==> config.mk <==
export PLATFORM = sky130hd
export DESIGN_NAME = tag_frame_serializer
export DESIGN_NICKNAME = d
export VERILOG_FILES = /design/src/rtl/tfs_pkg.sv /design/src/rtl/tfs_frame_builder.sv /design/src/rtl/tfs_symbol_shifter.sv /design/src/rtl/tag_frame_serializer.sv
export SDC_FILE = /design/constraint.sdc
export NUM_CORES = 1
export LEC_CHECK = 0
export ABC_AREA = 1
export BUFFER_PORTS_ARGS = -buffer_cell sky130_fd_sc_hd__buf_2
export CAP_MARGIN = 25
export CELL_PAD_IN_SITES_DETAIL_PLACEMENT = 0
export CELL_PAD_IN_SITES_GLOBAL_PLACEMENT = 1
export CORE_MARGIN = 8
export CORE_UTILIZATION = 43
export CTS_BUF_LIST = sky130_fd_sc_hd__clkbuf_8
export DETAILED_ROUTE_END_ITERATION = 8
export PLACE_DENSITY = 0.95
export SYNTH_ARGS = -nofsm -noshare
export SYNTH_HDL_FRONTEND = slang
export SYNTH_SLANG_ARGS = --single-unit
==> constraint.sdc <==
create_clock -name clk -period 3.04 [get_ports clk]
set_input_delay 0.456 -clock clk [delete_from_list [all_inputs] [get_ports clk]]
set_output_delay 0.456 -clock clk [all_outputs]
set_load 0.05 [all_outputs]
==> src/rtl/tfs_pkg.sv <==
package tfs_pkg;

  parameter int PWD_W  = 32;
  parameter int DATA_W = 32;
  parameter int ADDR_W = 3;
  parameter int CTRL_W = 7;

  typedef enum logic [1:0] {
    DL_FIXED    = 2'd0,
    DL_LONGREF  = 2'd1,
    DL_LEADZERO = 2'd2,
    DL_QUAD     = 2'd3
  } dl_mode_e;

  typedef struct packed {
    logic     use_pwd;
    logic     page;
    logic     test;
    dl_mode_e mode;
    logic     regular_read;
    logic     read_cmd;
  } cmd_flags_t;

  // Field positions of the packed control byte
  function automatic cmd_flags_t decode_ctrl(input logic [CTRL_W-1:0] c);
    cmd_flags_t f;
    f.use_pwd      = c[0];
    f.page         = c[1];
    f.test         = c[2];
    f.mode         = dl_mode_e'(c[4:3]);
    f.regular_read = c[5];
    f.read_cmd     = c[6];
    return f;
  endfunction

endpackage

==> src/rtl/tfs_frame_builder.sv <==
module tfs_frame_builder
  import tfs_pkg::*;
#(
  parameter int FRAME_W = 80,
  localparam int LEN_W  = $clog2(FRAME_W + 1)
) (
  input  cmd_flags_t          cmd_i,
  input  logic [PWD_W-1:0]    pwd_i,
  input  logic [DATA_W-1:0]   data_i,
  input  logic [ADDR_W-1:0]   addr_i,
  output logic [FRAME_W-1:0]  frame_o,
  output logic [LEN_W-1:0]    len_o
);

  logic [FRAME_W-1:0] acc;
  logic [LEN_W-1:0]   n;
  logic [1:0]         opcode;
  logic               zero_pad;

  always_comb begin
    acc      = '0;
    n        = '0;
    zero_pad = (cmd_i.mode == DL_LEADZERO) || (cmd_i.mode == DL_QUAD);
    opcode   = cmd_i.test ? 2'b01 : {1'b1, cmd_i.page};

    // reference zeros ahead of the opcode
    if (zero_pad) begin
      acc = acc << 1;
      n   = n + LEN_W'(1);
    end
    if (cmd_i.mode == DL_QUAD) begin
      acc = acc << 1;
      n   = n + LEN_W'(1);
    end

    acc = (acc << 2) | FRAME_W'(opcode);
    n   = n + LEN_W'(2);

    if (cmd_i.use_pwd) begin
      if (zero_pad) begin
        acc = acc << 2;
        n   = n + LEN_W'(2);
      end
      acc = (acc << PWD_W) | FRAME_W'(pwd_i);
      n   = n + LEN_W'(PWD_W);
    end

    // lock bit, always zero
    acc = acc << 1;
    n   = n + LEN_W'(1);

    if (!cmd_i.read_cmd) begin
      acc = (acc << DATA_W) | FRAME_W'(data_i);
      n   = n + LEN_W'(DATA_W);
    end

    if (!cmd_i.regular_read) begin
      acc = (acc << ADDR_W) | FRAME_W'(addr_i);
      n   = n + LEN_W'(ADDR_W);
    end

    p_frame_fits_r2: assert (n <= LEN_W'(FRAME_W));

    frame_o = acc << (LEN_W'(FRAME_W) - n);
    len_o   = n;
  end

endmodule

==> src/rtl/tfs_symbol_shifter.sv <==
module tfs_symbol_shifter #(
  parameter int FRAME_W = 80,
  localparam int LEN_W  = $clog2(FRAME_W + 1)
) (
  input  logic               clk,
  input  logic               rst,
  input  logic               load_i,
  input  logic [FRAME_W-1:0] frame_i,
  input  logic [LEN_W-1:0]   len_i,
  input  logic               pair_i,
  input  logic               longref_i,
  input  logic               sym_ready_i,
  output logic               sym_valid_o,
  output logic [1:0]         sym_bits_o,
  output logic               sym_pair_o,
  output logic               sym_longref_o,
  output logic               busy_o
);

  logic [FRAME_W-1:0] shreg_q;
  logic [LEN_W-1:0]   rem_q;
  logic               pair_q;
  logic               lr_pend_q;
  logic               busy_q;
  logic               valid_q;
  logic [1:0]         bits_q;
  logic               lr_q;

  logic               take_two;
  logic [LEN_W-1:0]   step;
  logic [1:0]         nxt_bits;
  logic               advance;

  always_comb begin
    take_two = pair_q && (rem_q >= LEN_W'(2));
    step     = take_two ? LEN_W'(2) : LEN_W'(1);
    if (pair_q)
      nxt_bits = {shreg_q[FRAME_W-1], take_two ? shreg_q[FRAME_W-2] : 1'b0};
    else
      nxt_bits = {1'b0, shreg_q[FRAME_W-1]};
    advance  = busy_q && (!valid_q || sym_ready_i);
  end

  always_ff @(posedge clk) begin
    if (rst) begin
      shreg_q   <= '0;
      rem_q     <= '0;
      pair_q    <= 1'b0;
      lr_pend_q <= 1'b0;
      busy_q    <= 1'b0;
      valid_q   <= 1'b0;
      bits_q    <= 2'b00;
      lr_q      <= 1'b0;
    end else if (load_i) begin
      shreg_q   <= frame_i;
      rem_q     <= len_i;
      pair_q    <= pair_i;
      lr_pend_q <= longref_i;
      busy_q    <= 1'b1;
      valid_q   <= 1'b0;
      lr_q      <= 1'b0;
    end else if (advance) begin
      if (lr_pend_q) begin
        valid_q   <= 1'b1;
        bits_q    <= 2'b00;
        lr_q      <= 1'b1;
        lr_pend_q <= 1'b0;
      end else if (rem_q != '0) begin
        valid_q <= 1'b1;
        bits_q  <= nxt_bits;
        lr_q    <= 1'b0;
        shreg_q <= shreg_q << step;
        rem_q   <= rem_q - step;
      end else begin
        valid_q <= 1'b0;
        busy_q  <= 1'b0;
        lr_q    <= 1'b0;
      end
    end
  end

  assign sym_valid_o   = valid_q;
  assign sym_bits_o    = bits_q;
  assign sym_pair_o    = pair_q;
  assign sym_longref_o = lr_q;
  assign busy_o        = busy_q;

  // an offered symbol holds until taken
  p_hold_r10: assert property (@(posedge clk) disable iff (rst)
    (sym_valid_o && !sym_ready_i) |=> (sym_valid_o && $stable(sym_bits_o)
                                       && $stable(sym_longref_o) && $stable(sym_pair_o)));

  // no symbol offered outside a busy period
  p_valid_in_busy_r8: assert property (@(posedge clk) disable iff (rst)
    sym_valid_o |-> busy_o);

  // the reference symbol carries no data
  p_longref_bits_r7: assert property (@(posedge clk) disable iff (rst)
    (sym_valid_o && sym_longref_o) |-> (sym_bits_o == 2'b00 && !sym_pair_o));

  // single-bit symbols leave the high bit clear
  p_single_bit_r2: assert property (@(posedge clk) disable iff (rst)
    (sym_valid_o && !sym_pair_o) |-> (sym_bits_o[1] == 1'b0));

endmodule

==> src/rtl/tag_frame_serializer.sv <==
module tag_frame_serializer
  import tfs_pkg::*;
#(
  parameter int FRAME_W = 80
) (
  input  logic              clk,
  input  logic              rst,
  input  logic              start_i,
  input  logic [CTRL_W-1:0] ctrl_i,
  input  logic [PWD_W-1:0]  pwd_i,
  input  logic [DATA_W-1:0] data_i,
  input  logic [ADDR_W-1:0] addr_i,
  input  logic              sym_ready_i,
  output logic              sym_valid_o,
  output logic [1:0]        sym_bits_o,
  output logic              sym_pair_o,
  output logic              sym_longref_o,
  output logic              busy_o
);

  localparam int LEN_W = $clog2(FRAME_W + 1);

  cmd_flags_t         cmd;
  logic [FRAME_W-1:0] frame;
  logic [LEN_W-1:0]   frame_len;
  logic               start_acc;

  assign cmd       = decode_ctrl(ctrl_i);
  assign start_acc = start_i && !busy_o;

  tfs_frame_builder #(.FRAME_W(FRAME_W)) u_build (
    .cmd_i   (cmd),
    .pwd_i   (pwd_i),
    .data_i  (data_i),
    .addr_i  (addr_i),
    .frame_o (frame),
    .len_o   (frame_len)
  );

  tfs_symbol_shifter #(.FRAME_W(FRAME_W)) u_shift (
    .clk           (clk),
    .rst           (rst),
    .load_i        (start_acc),
    .frame_i       (frame),
    .len_i         (frame_len),
    .pair_i        (cmd.mode == DL_QUAD),
    .longref_i     (cmd.mode == DL_LONGREF),
    .sym_ready_i   (sym_ready_i),
    .sym_valid_o   (sym_valid_o),
    .sym_bits_o    (sym_bits_o),
    .sym_pair_o    (sym_pair_o),
    .sym_longref_o (sym_longref_o),
    .busy_o        (busy_o)
  );

  // busy only rises after a start strobe
  p_busy_rise_r8: assert property (@(posedge clk) disable iff (rst)
    $rose(busy_o) |-> $past(start_i));

  // a strobe during a frame neither ends nor restarts it
  p_start_ignored_r9: assert property (@(posedge clk) disable iff (rst)
    (busy_o && start_i && !(sym_valid_o && sym_ready_i)) |=> busy_o);

endmodule

==> results.md, run 1 <==
Layout:
- From synthesis to final layout, the design area changed by 6.42%.
- Counting the fill cells in the layout gives 2854.
- The diode insertion count for antenna repair is 0.
- In the final layout, the share of cells above drive strength 1 is 0.0923.
- For this run, the post-layout net count is 2224.

Power:
- The post-route total power is between 6 and 7 mW.
- The analysis attributes to cell leakage a power of 5.70 nW.
- The total power density per cell area is 484 nW/um^2.
- The worst IR drop on VDD is 0.000322 V.

Die:
- The core region area is ~27000 um^2.
- The overall die height is 181 um.
- The floorplan step defined a die boundary enclosing 32700 um^2.
- The floorplan step set the die width to 181 um.
- The initial standard-cell utilization of the core is 0.436.
- The standard-cell row count is 60.
- The number of top-level design ports is 84.

Synth:
- The top cell type by total area after synthesis is nand3_1.
- The number of distinct library cells after synthesis is 44.
- The commonest cells after synthesis are 650 x nand2_1, 575 x nand3_1, 169 x o21ai_0.
- After synthesis, the cell types taking the most area are nand3_1 25%, nand2_1 21%, dfxtp_1 16%.
- In this run, synthesis inferred 0 flip-flops with an integrated enable.
- Dividing the synthesized area by the synthesized cell count gives approximately 5.4 um^2.
- The sequential area share after synthesis is 0.161.
- Synthesis inferred 94 register bits.
- Synthesis handed over a netlist of between 2k and 2.5k instances.
- When the netlist entered floorplanning its net count stood at between 2k and 2.5k.
- The post-synthesis instance area is between 10000 and 15000 um^2.
- Counting flops with an async set or reset pin after synthesis yields a share of 0.
- For this run, the leading register cell type out of synthesis is dfxtp_1.
- The leading cell type by number of instances after synthesis is nand2_1.
- The share of synthesized area in the top cell type comes to 0.246.
- During synthesis, Yosys emitted a total of 0 warnings.

Setup path:
- For the worst setup path, the data arrival time is just over 3 ns.
- The category of the critical setup timing path is in2reg.
- The data required time at the worst endpoint is between 3 and 4 ns.
- The cell type with the highest occurrence count on the critical path is nand3_1.
- The largest single stage delay on the critical path is 0.41 ns.
- The category of the worst setup path launch point is a primary input.
- The worst-path maximum fanout is 57.
- The cell family contributing the most delay on the critical path is simple AND/OR/NAND/NOR gates.
- The critical path runs through a total of 14 cells.
- The setup check on the worst reg-to-reg path leaves a slack of 0.51 ns.
- Walking the worst path, the cells encountered are buf_2 > inv_1 > nand3_2 > o21ai_0 > ha_2 > inv_2 > buf_12 > nand3_1 > nand3_1 > nand2_1 > nand3_1 > nand3_1 > a31oi_1 > nor2_1.
- STA classifies the critical path endpoint as a flip-flop.
- The number of buffers and inverters on the critical path is 4.
- The reg-to-reg critical path startpoint is u_shift.rem_q[2]$_SDFFE_PP0P_.
- The number of cells traversed by the worst register-to-register path is 11.
- On the critical path, the stage with the largest delay is an instance of a31oi_1.
- The endpoint identified for the worst register-to-register timing path is u_shift.shreg_q[39]$_SDFFE_PP0P_.

Routing:
- The number of vias in the routed layout is 15.7k.
- After detailed routing, the average wire length per cell comes to 19.3 um.
- The detail route stage leaves a number of antenna-violating nets equal to 0.
- After detailed routing, the number of vias per cell comes to 6.32.
- For this run, design rule violations remaining after detail routing come to 13.
- The routed wire length is 48000 um.
- For this block, the initial DRC count from the detailed router was between 2k and 3k.
- Before antenna repair, the detailed router went through 9 iterations.

Clock network:
- The buffers inserted during post-CTS setup optimization is 0.
- The sink count of the clock tree is 94.
- The clock latency on the worst-skew pair is roughly 0.40 ns.
- Clock tree synthesis inserted a total of 9 buffers.
- The TritonCTS clock tree is built.
- Clock-pin slew was measured on the worst setup and hold paths at 0.09 ns.
- No sink is reached through more buffers than the 2 on the longest clock path.
- The count of instances resized after the clock tree is built is 0.
- The number of H-tree levels is 3.
- The cell chosen for the clock root is clkbuf_8.
- In this run, post-CTS hold repair placed 0 buffers.

STA:
- The clock skew after layout is 0.0113 ns.
- The setup total negative slack is 0 ns.
- The portion of the clock cycle consumed by the worst path in the final layout is 0.925.
- For the pin with the worst max-slew slack, the measured transition is between 0.8 and 0.9 ns.
- Setup violations remaining at the end of the flow were counted as 0.
- The slack of the critical path is 0.229 ns.
- The final count of pins violating max slew was 0.
- The number of endpoints with negative hold slack in the final report is 0.
- In this run the tightest slew margin relative to its limit is 0.462.
- The time the final worst path needs with I/O delays and setup is 2.81 ns.
- Setup repair after global routing left no endpoint under its margin.
- Timing would allow up to roughly 360 MHz.

Min path:
- The hold path startpoint is start_i.
- The path with the worst hold slack has its endpoint at u_shift.busy_o$_SDFFE_PP0P_.
- The path class of the tightest hold or removal check is in2reg.
- The cell depth of the worst hold path is 3.

Status:
- The flow ran to the end, but the final reports show violations.
- The checks that failed: design-rule violations.

Global routing:
- The largest net degree at the start of global routing is 85.
- The aggregate global routing overflow is 0.
- The number of global-route vias before repair is 14.5k.
- The global-route usage over all layers is 0.284.
- The initial antenna violation count is 1.
- The first global-routing pass estimated 76500 um of wire.

Run:
- Max-cap violations in this run came to 0.

Placement:
- The worst-case setup slack after placement is -0.0898 ns.
- The count of buffers from port buffering is 83.
- The final weighted congestion in routability-driven placement is about 1.1.
- The total half-perimeter wirelength after legalization and detailed placement is 35300 um.
worst max path at each step:
stage / slack, ns / endpoint / start
after global placement: -0.02 / u_shift.shreg_q[39]$_SDFFE_PP0P_ / ctrl_i[3]
after detailed placement: -0.09 / u_shift.shreg_q[39]$_SDFFE_PP0P_ / ctrl_i[3]
after CTS: 0.33 / u_shift.shreg_q[39]$_SDFFE_PP0P_ / ctrl_i[3]
final: 0.23 / u_shift.shreg_q[39]$_SDFFE_PP0P_ / ctrl_i[3]
after floorplan: 0.29 / u_shift.shreg_q[64]$_SDFFE_PP0P_ / ctrl_i[4]
after global routing: 0.07 / u_shift.shreg_q[39]$_SDFFE_PP0P_ / ctrl_i[3]
flip-flops by register name (all words and copies together), names as in the netlist:
signal                 count
u_shift.busy_o             1
u_shift.lr_pend_q          1
u_shift.rem_q              7
u_shift.shreg_q           80
u_shift.sym_bits_o         2
u_shift.sym_longref_o      1
u_shift.sym_pair_o         1
u_shift.sym_valid_o        1
per-layer routing:
layer / vias up / part of all wire / global-route usage
met2: 1036 / 0.43 / 0.438
met3: 224 / 0.12 / 0.0702
met4: 0 / 0.064 / 0.166
met5: - / 0 / 0
met1: 7077 / 0.38 / 0.355
li1: 7367 / - / -
where the power goes:
group | switching [mW] | internal [mW]
logic | 2.36 | 1.06
clock network | 0.495 | 0.509
registers | 0.156 | 1.44
total | 3.01 | 3.01
worst reg2reg max path, stage by stage, from the launching register on:
cell	delay (ns)
dfxtp_1	0.39
inv_2	0.06
nand2_1	0.11
nor3_2	0.06
nand2_1	0.14
nand2_2	0.12
inv_2	0.59
nand2_1	0.18
o211ai_1	0.13
nand3_1	0.14
a31oi_1	0.41
nor2_1	0.07
through the flow:
step / hold slack (ns) / cell area [um^2] / utilization / cells
after global routing: 0.355 / 12400 / 0.464 / 2486
after global placement: 0.453 / 12200 / 0.455 / 2470
after CTS: 0.306 / 12400 / 0.464 / 2486
after detailed placement: 0.452 / 12200 / 0.455 / 2470
final: 0.310 / 12400 / 0.464 / 2486
after floorplan: 0.453 / 11700 / - / 2176
final cells by class:
type | instances | area, um^2 | area share
inverters | 82 | 313 | 0.0252
repair buffers | 134 | 1040 | 0.0833
clock inverters | 5 | 81.3 | 0.00654
multi-input cells | 1819 | 8540 | 0.687
clock buffers | 11 | 151 | 0.0122
well taps | 341 | 427 | 0.0343
flip-flops and latches | 94 | 1880 | 0.151
logic make-up after synthesis:
group / count (synthesis) / synth area share
adders and majority gates: 6 / 0.00707
DFF: 94 / 0.161
AOI/OAI and AO/OA: 373 / 0.177
buffers and inverters: 263 / 0.110
xor gates and xnor gates: 1 / 0.000750
and+or+nand+nor: 1438 / 0.544
muxes: 1 / 0.000857
cells in the final DEF (no fill, tap or decap), types with 4 or more instances in the layout:
cell type  instances
a211oi_1           5
nand4_1           32
buf_4             32
inv_1             69
clkbuf_8          11
a21oi_1           74
nor2_1           142
inv_2             11
or2_1              4
dfxtp_1           94
nand3_1          575
nand3_2            9
nand2_2            7
a31oi_1           39
buf_2             83
ha_1               4
or2_2              4
buf_12            19
o21ai_0          169
nand2_1          648
o21ai_1           34
o211ai_1          43
No activity file was read; power rests on OpenSTA's default activity.
==> inputs of run 2 (changes only) <==
--- a/config.mk
+++ b/config.mk
@@ -15,6 +15,8 @@
 export CTS_BUF_LIST = sky130_fd_sc_hd__clkbuf_8
 export DETAILED_ROUTE_END_ITERATION = 8
 export PLACE_DENSITY = 0.95
+export RECOVER_POWER = 50
 export SYNTH_ARGS = -nofsm -noshare
 export SYNTH_HDL_FRONTEND = slang
+export SYNTH_HIERARCHICAL = 1
 export SYNTH_SLANG_ARGS = --single-unit
==> run 2 against run 1 <==
The run still ends with design-rule violations left. Total power increased by 5.3%. Setup slack improved by 0.0059 ns. Clock skew increased by 0.012 ns. Sequential share of layout area decreased by 1.9 points. First-iteration DRC count increased by 17%. Non-clock buffer count increased by 71. Critical path depth increased by 3. Via count increased by 11%. Largest power group unchanged. Routed wire length increased by 4.9%.
==> results.md, run 2 <==
STA:
- The slew at the pin closest to its max-slew limit is 1.43 ns.
- The number of endpoints with negative hold slack in the final report is 0.
- The final count of pins violating max slew is 0.
- The final count of negative-setup-slack endpoints is 0.
- In this run the tightest slew margin relative to its limit is 0.0489.
- The slack of the critical path is 0.235 ns.
- The portion of the clock cycle consumed by the worst path in the final layout is 0.923.
- The setup total negative slack is 0 ns.
- Timing would allow up to 357 MHz.
- The time the final worst path needs with I/O delays and setup is roughly 2.8 ns.
- Setup repair after global routing left no endpoint under its margin.
- Across all hold checks on the routed design, the worst slack comes to 0.478 ns.
- The clock skew after layout is 0.0231 ns.

Layout:
- For this run, the share of the core covered by cells in the final layout is 0.481.
- In the final design database the tool counted 2606 nets.
- The synthesis-to-layout area growth is 10.6%.
- The diode insertion count for antenna repair is 0.
- After filler insertion, the fill cell instance count of the layout stands at 3229.
- In the final layout, the share of cells above drive strength 1 is 0.0973.
- The finished layout holds 2918 standard cells, fillers aside.
- In the layout the commonest cells are 845 x nand2_1, 828 x nand3_1, 151 x nor2_1, 142 x inv_1, 93 x dfxtp_1.
- The design area is 14200 um^2.
- The register with the most flip-flops in the layout has 80 of them.
- The top register by number of flip-flops is u_shift/shreg_q.
- The library cell used most frequently in the layout, excluding fill and tap cells, is nand2_1.

Routing:
- The number of remaining DRC errors is 10.
- In the routed layout, each cell is associated on average with a via count of between 5 and 6.
- The number of routed nets with antenna violations is 0.
- The total iterations of the first detailed-routing run is 9.
- The detailed router finished its first iteration with 3171 violations.
- After detailed routing, the average wire length per cell comes to 17.2 um.
- The final route contains between 15k and 20k vias.
- Summed over all layers, the routed wires come to approximately 50000 um.

Power:
- The design draws between 6 and 7 mW.
- For this design the ratio of total power to cell area is about 450 nW/um^2.
- Summed over all cells, the static leakage comes to 7.20 nW.
- VDD sags by at most 0.000230 V.

Global routing:
- The initial antenna violation count is 0.
- The number of global-route vias before repair came to between 15k and 20k.
- The aggregate global routing overflow is 0.
- The global-route usage over all layers is 0.274.
- The largest net degree at the start of global routing is 124.
- The global-route wire length before repair is between 80000 and 90000 um.

Setup path:
- The worst setup path is captured at a flip-flop.
- The critical path in this run is classified as in2reg.
- The arrival time of data at the critical path endpoint is 3.06 ns.
- The delay of the slowest cell on the worst path is 0.36 ns.
- Traced cell by cell, the critical path runs through buf_2 > inv_2 > nor2_2 > nand2_2 > o21ai_1 > inv_1 > ha_2 > buf_12 > clkbuf_1 > nand3_1 > nand3_1 > nand3_1 > clkbuf_4 > nand4_1 > nand3_1 > mux2i_1 > a21oi_1.
- The cell that appears most often on the critical path is nand3_1.
- For the worst setup path, the data required time is 3.30 ns.
- The category of the worst setup path launch point is a primary input.
- Along the worst path, the maximum fanout reaches 42.
- On the critical path, the stage with the largest delay is an instance of ha_2.

Synth:
- The share of the Yosys chip area taken by registers is 0.147.
- Counting flops with a built-in enable in the synthesized netlist gives 0.
- The number of storage elements in the synthesis netlist is 94.
- Counting every net in the synthesized netlist gives 2586.
- Yosys printed 6 warnings.
- The commonest cells after synthesis are 848 x nand2_1, 827 x nand3_1, 151 x nor2_1.
- nand2_1 is the most common cell in the netlist.
- The number of distinct library cells after synthesis is 36.
- The share of synthesized area in the top cell type comes to 0.323.
- Counting flops with an async set or reset pin after synthesis yields a share of 0.
- The average cell area after synthesis is ~5.1 um^2.
- Sorting the synthesized cells by area gives the leading types as nand3_1 32%, nand2_1 25%, dfxtp_1 15%.
- Summing every instance area after synthesis gives 12800 um^2.
- The largest total area in the synthesized netlist belongs to nand3_1.
- Synthesis produced 2503 cells.
- The prevailing post-synth register cell is dfxtp_1.

Clock network:
- Counting along the longest clock path gives a buffer depth of 2.
- The sink count of the clock tree is 94.
- The TritonCTS clock tree is built.
- The number of H-tree levels is 3.
- Clock latency on the worst-skew pair, taken at its later pin, is 0.39 ns.
- The number of CTS-inserted buffers is 9.
- The cell chosen for the clock root is clkbuf_8.
- The clock-pin slew of the registers on the worst-case setup and hold paths is 0.10 ns.

Die:
- The die covers 35600 um^2.
- The standard-cell row count is 63.
- Measured along the x axis, the die boundary spans about 190 um.
- For this configuration, the core starts out at a cell density of 0.435.
- For this design the top-level I/O count stands at between 80 and 90.
- The overall die height is around 190 um.
- The core region area is approximately 29000 um^2.

Run:
- The number of max-cap violations is 0.

Placement:
- OpenSTA, run right after detailed placement, puts the worst setup slack at -0.185 ns.
- The total instance count after detailed placement is 2902.
- The cell area reported after detailed placement is between 10000 and 15000 um^2.
- Input and output buffers added on the ports amount to 83.
- The final weighted congestion in routability-driven placement is approximately 1.2.
- Summed over all nets, the half-perimeter wirelength after detailed placement is 37700 um.

Min path:
- The min-delay analysis places its worst path in the category reg2reg.

Status:
- The checks that failed: design-rule violations.
- The flow ran to the end, but the final reports show violations.
run 2: changes by cell type after synthesis, sizes merged, moves of 25 or more:
cell / change
o211ai: -32
nand2: +194
mux2i: +29
inv: +72
a31oi: -39
o21ai: -113
nand3: +244
a21oi: -25
run 2: power by group:
part	switching (mW)	total, mW	internal (mW)
combinational	2.61	3.87	1.25
clock	0.531	1.01	0.483
sequential	0.0856	1.45	1.37
run 2: cell families (layout without fill, tap and decap cells):
logic type | count (synthesis) | after routing | synth area share
AOI/OAI and AO/OA | 157 | 157 | 0.0640
xor gates and xnor gates | 3 | 3 | 0.00497
adders and majority gates | 5 | 5 | 0.00546
buffers and inverters | 350 | 375 | 0.119
DFF | 94 | 94 | 0.147
muxes | 30 | 30 | 0.0234
other | 1 | 1 | 0.000292
and+or+nand+nor | 1863 | 1863 | 0.636
run 2: final cells by class:
| type | instances | area [um^2] | area share |
|---|---|---|---|
| Multi-Input combinational cell | 2059 | 9420 | 0.664 |
| Sequential cell | 94 | 1880 | 0.133 |
| Timing Repair Buffer | 205 | 1580 | 0.111 |
| Inverter | 154 | 582 | 0.0410 |
| Tap cell | 390 | 488 | 0.0344 |
| Clock buffer | 9 | 124 | 0.00873 |
| Clock inverter | 7 | 109 | 0.00767 |
run 2: worst paths after layout:
check / startpoint / end / slack, ns / cells past startpoint
max reg2reg: u_shift/busy_o$_SDFFE_PP0P_ / u_shift/rem_q[4]$_SDFFE_PP0P_ / 0.39 / 6
min: u_shift/shreg_q[1]$_SDFFE_PP0P_ / u_shift/shreg_q[1]$_SDFFE_PP0P_ / 0.48 / 2
min reg2reg: u_shift/shreg_q[1]$_SDFFE_PP0P_ / u_shift/shreg_q[1]$_SDFFE_PP0P_ / 0.48 / 2
max: ctrl_i[4] / u_shift/shreg_q[78]$_SDFFE_PP0P_ / 0.24 / 17
run 2: repair_timing:
item,CTS,global route
endpoints found under the setup margin,0,7
setup buffers,0,0
gates resized for setup,0,1
hold buffers,0,0
run 2: critical path, delay by kind of cell:
kind | cells | cell delay (ns)
and+or+nand+nor | 7 | 0.92
adders and majority gates | 1 | 0.36
muxes | 1 | 0.20
AOI/OAI and AO/OA | 2 | 0.27
buffers and inverters | 6 | 0.81
run 2: routing by layer:
layer | up-vias | track usage | share of wire
li1 | 8309 | - | -
met1 | 7826 | 0.365 | 0.40
met2 | 1136 | 0.419 | 0.43
met3 | 197 | 0.0606 | 0.12
met4 | 0 | 0.115 | 0.047
met5 | - | 0 | 0
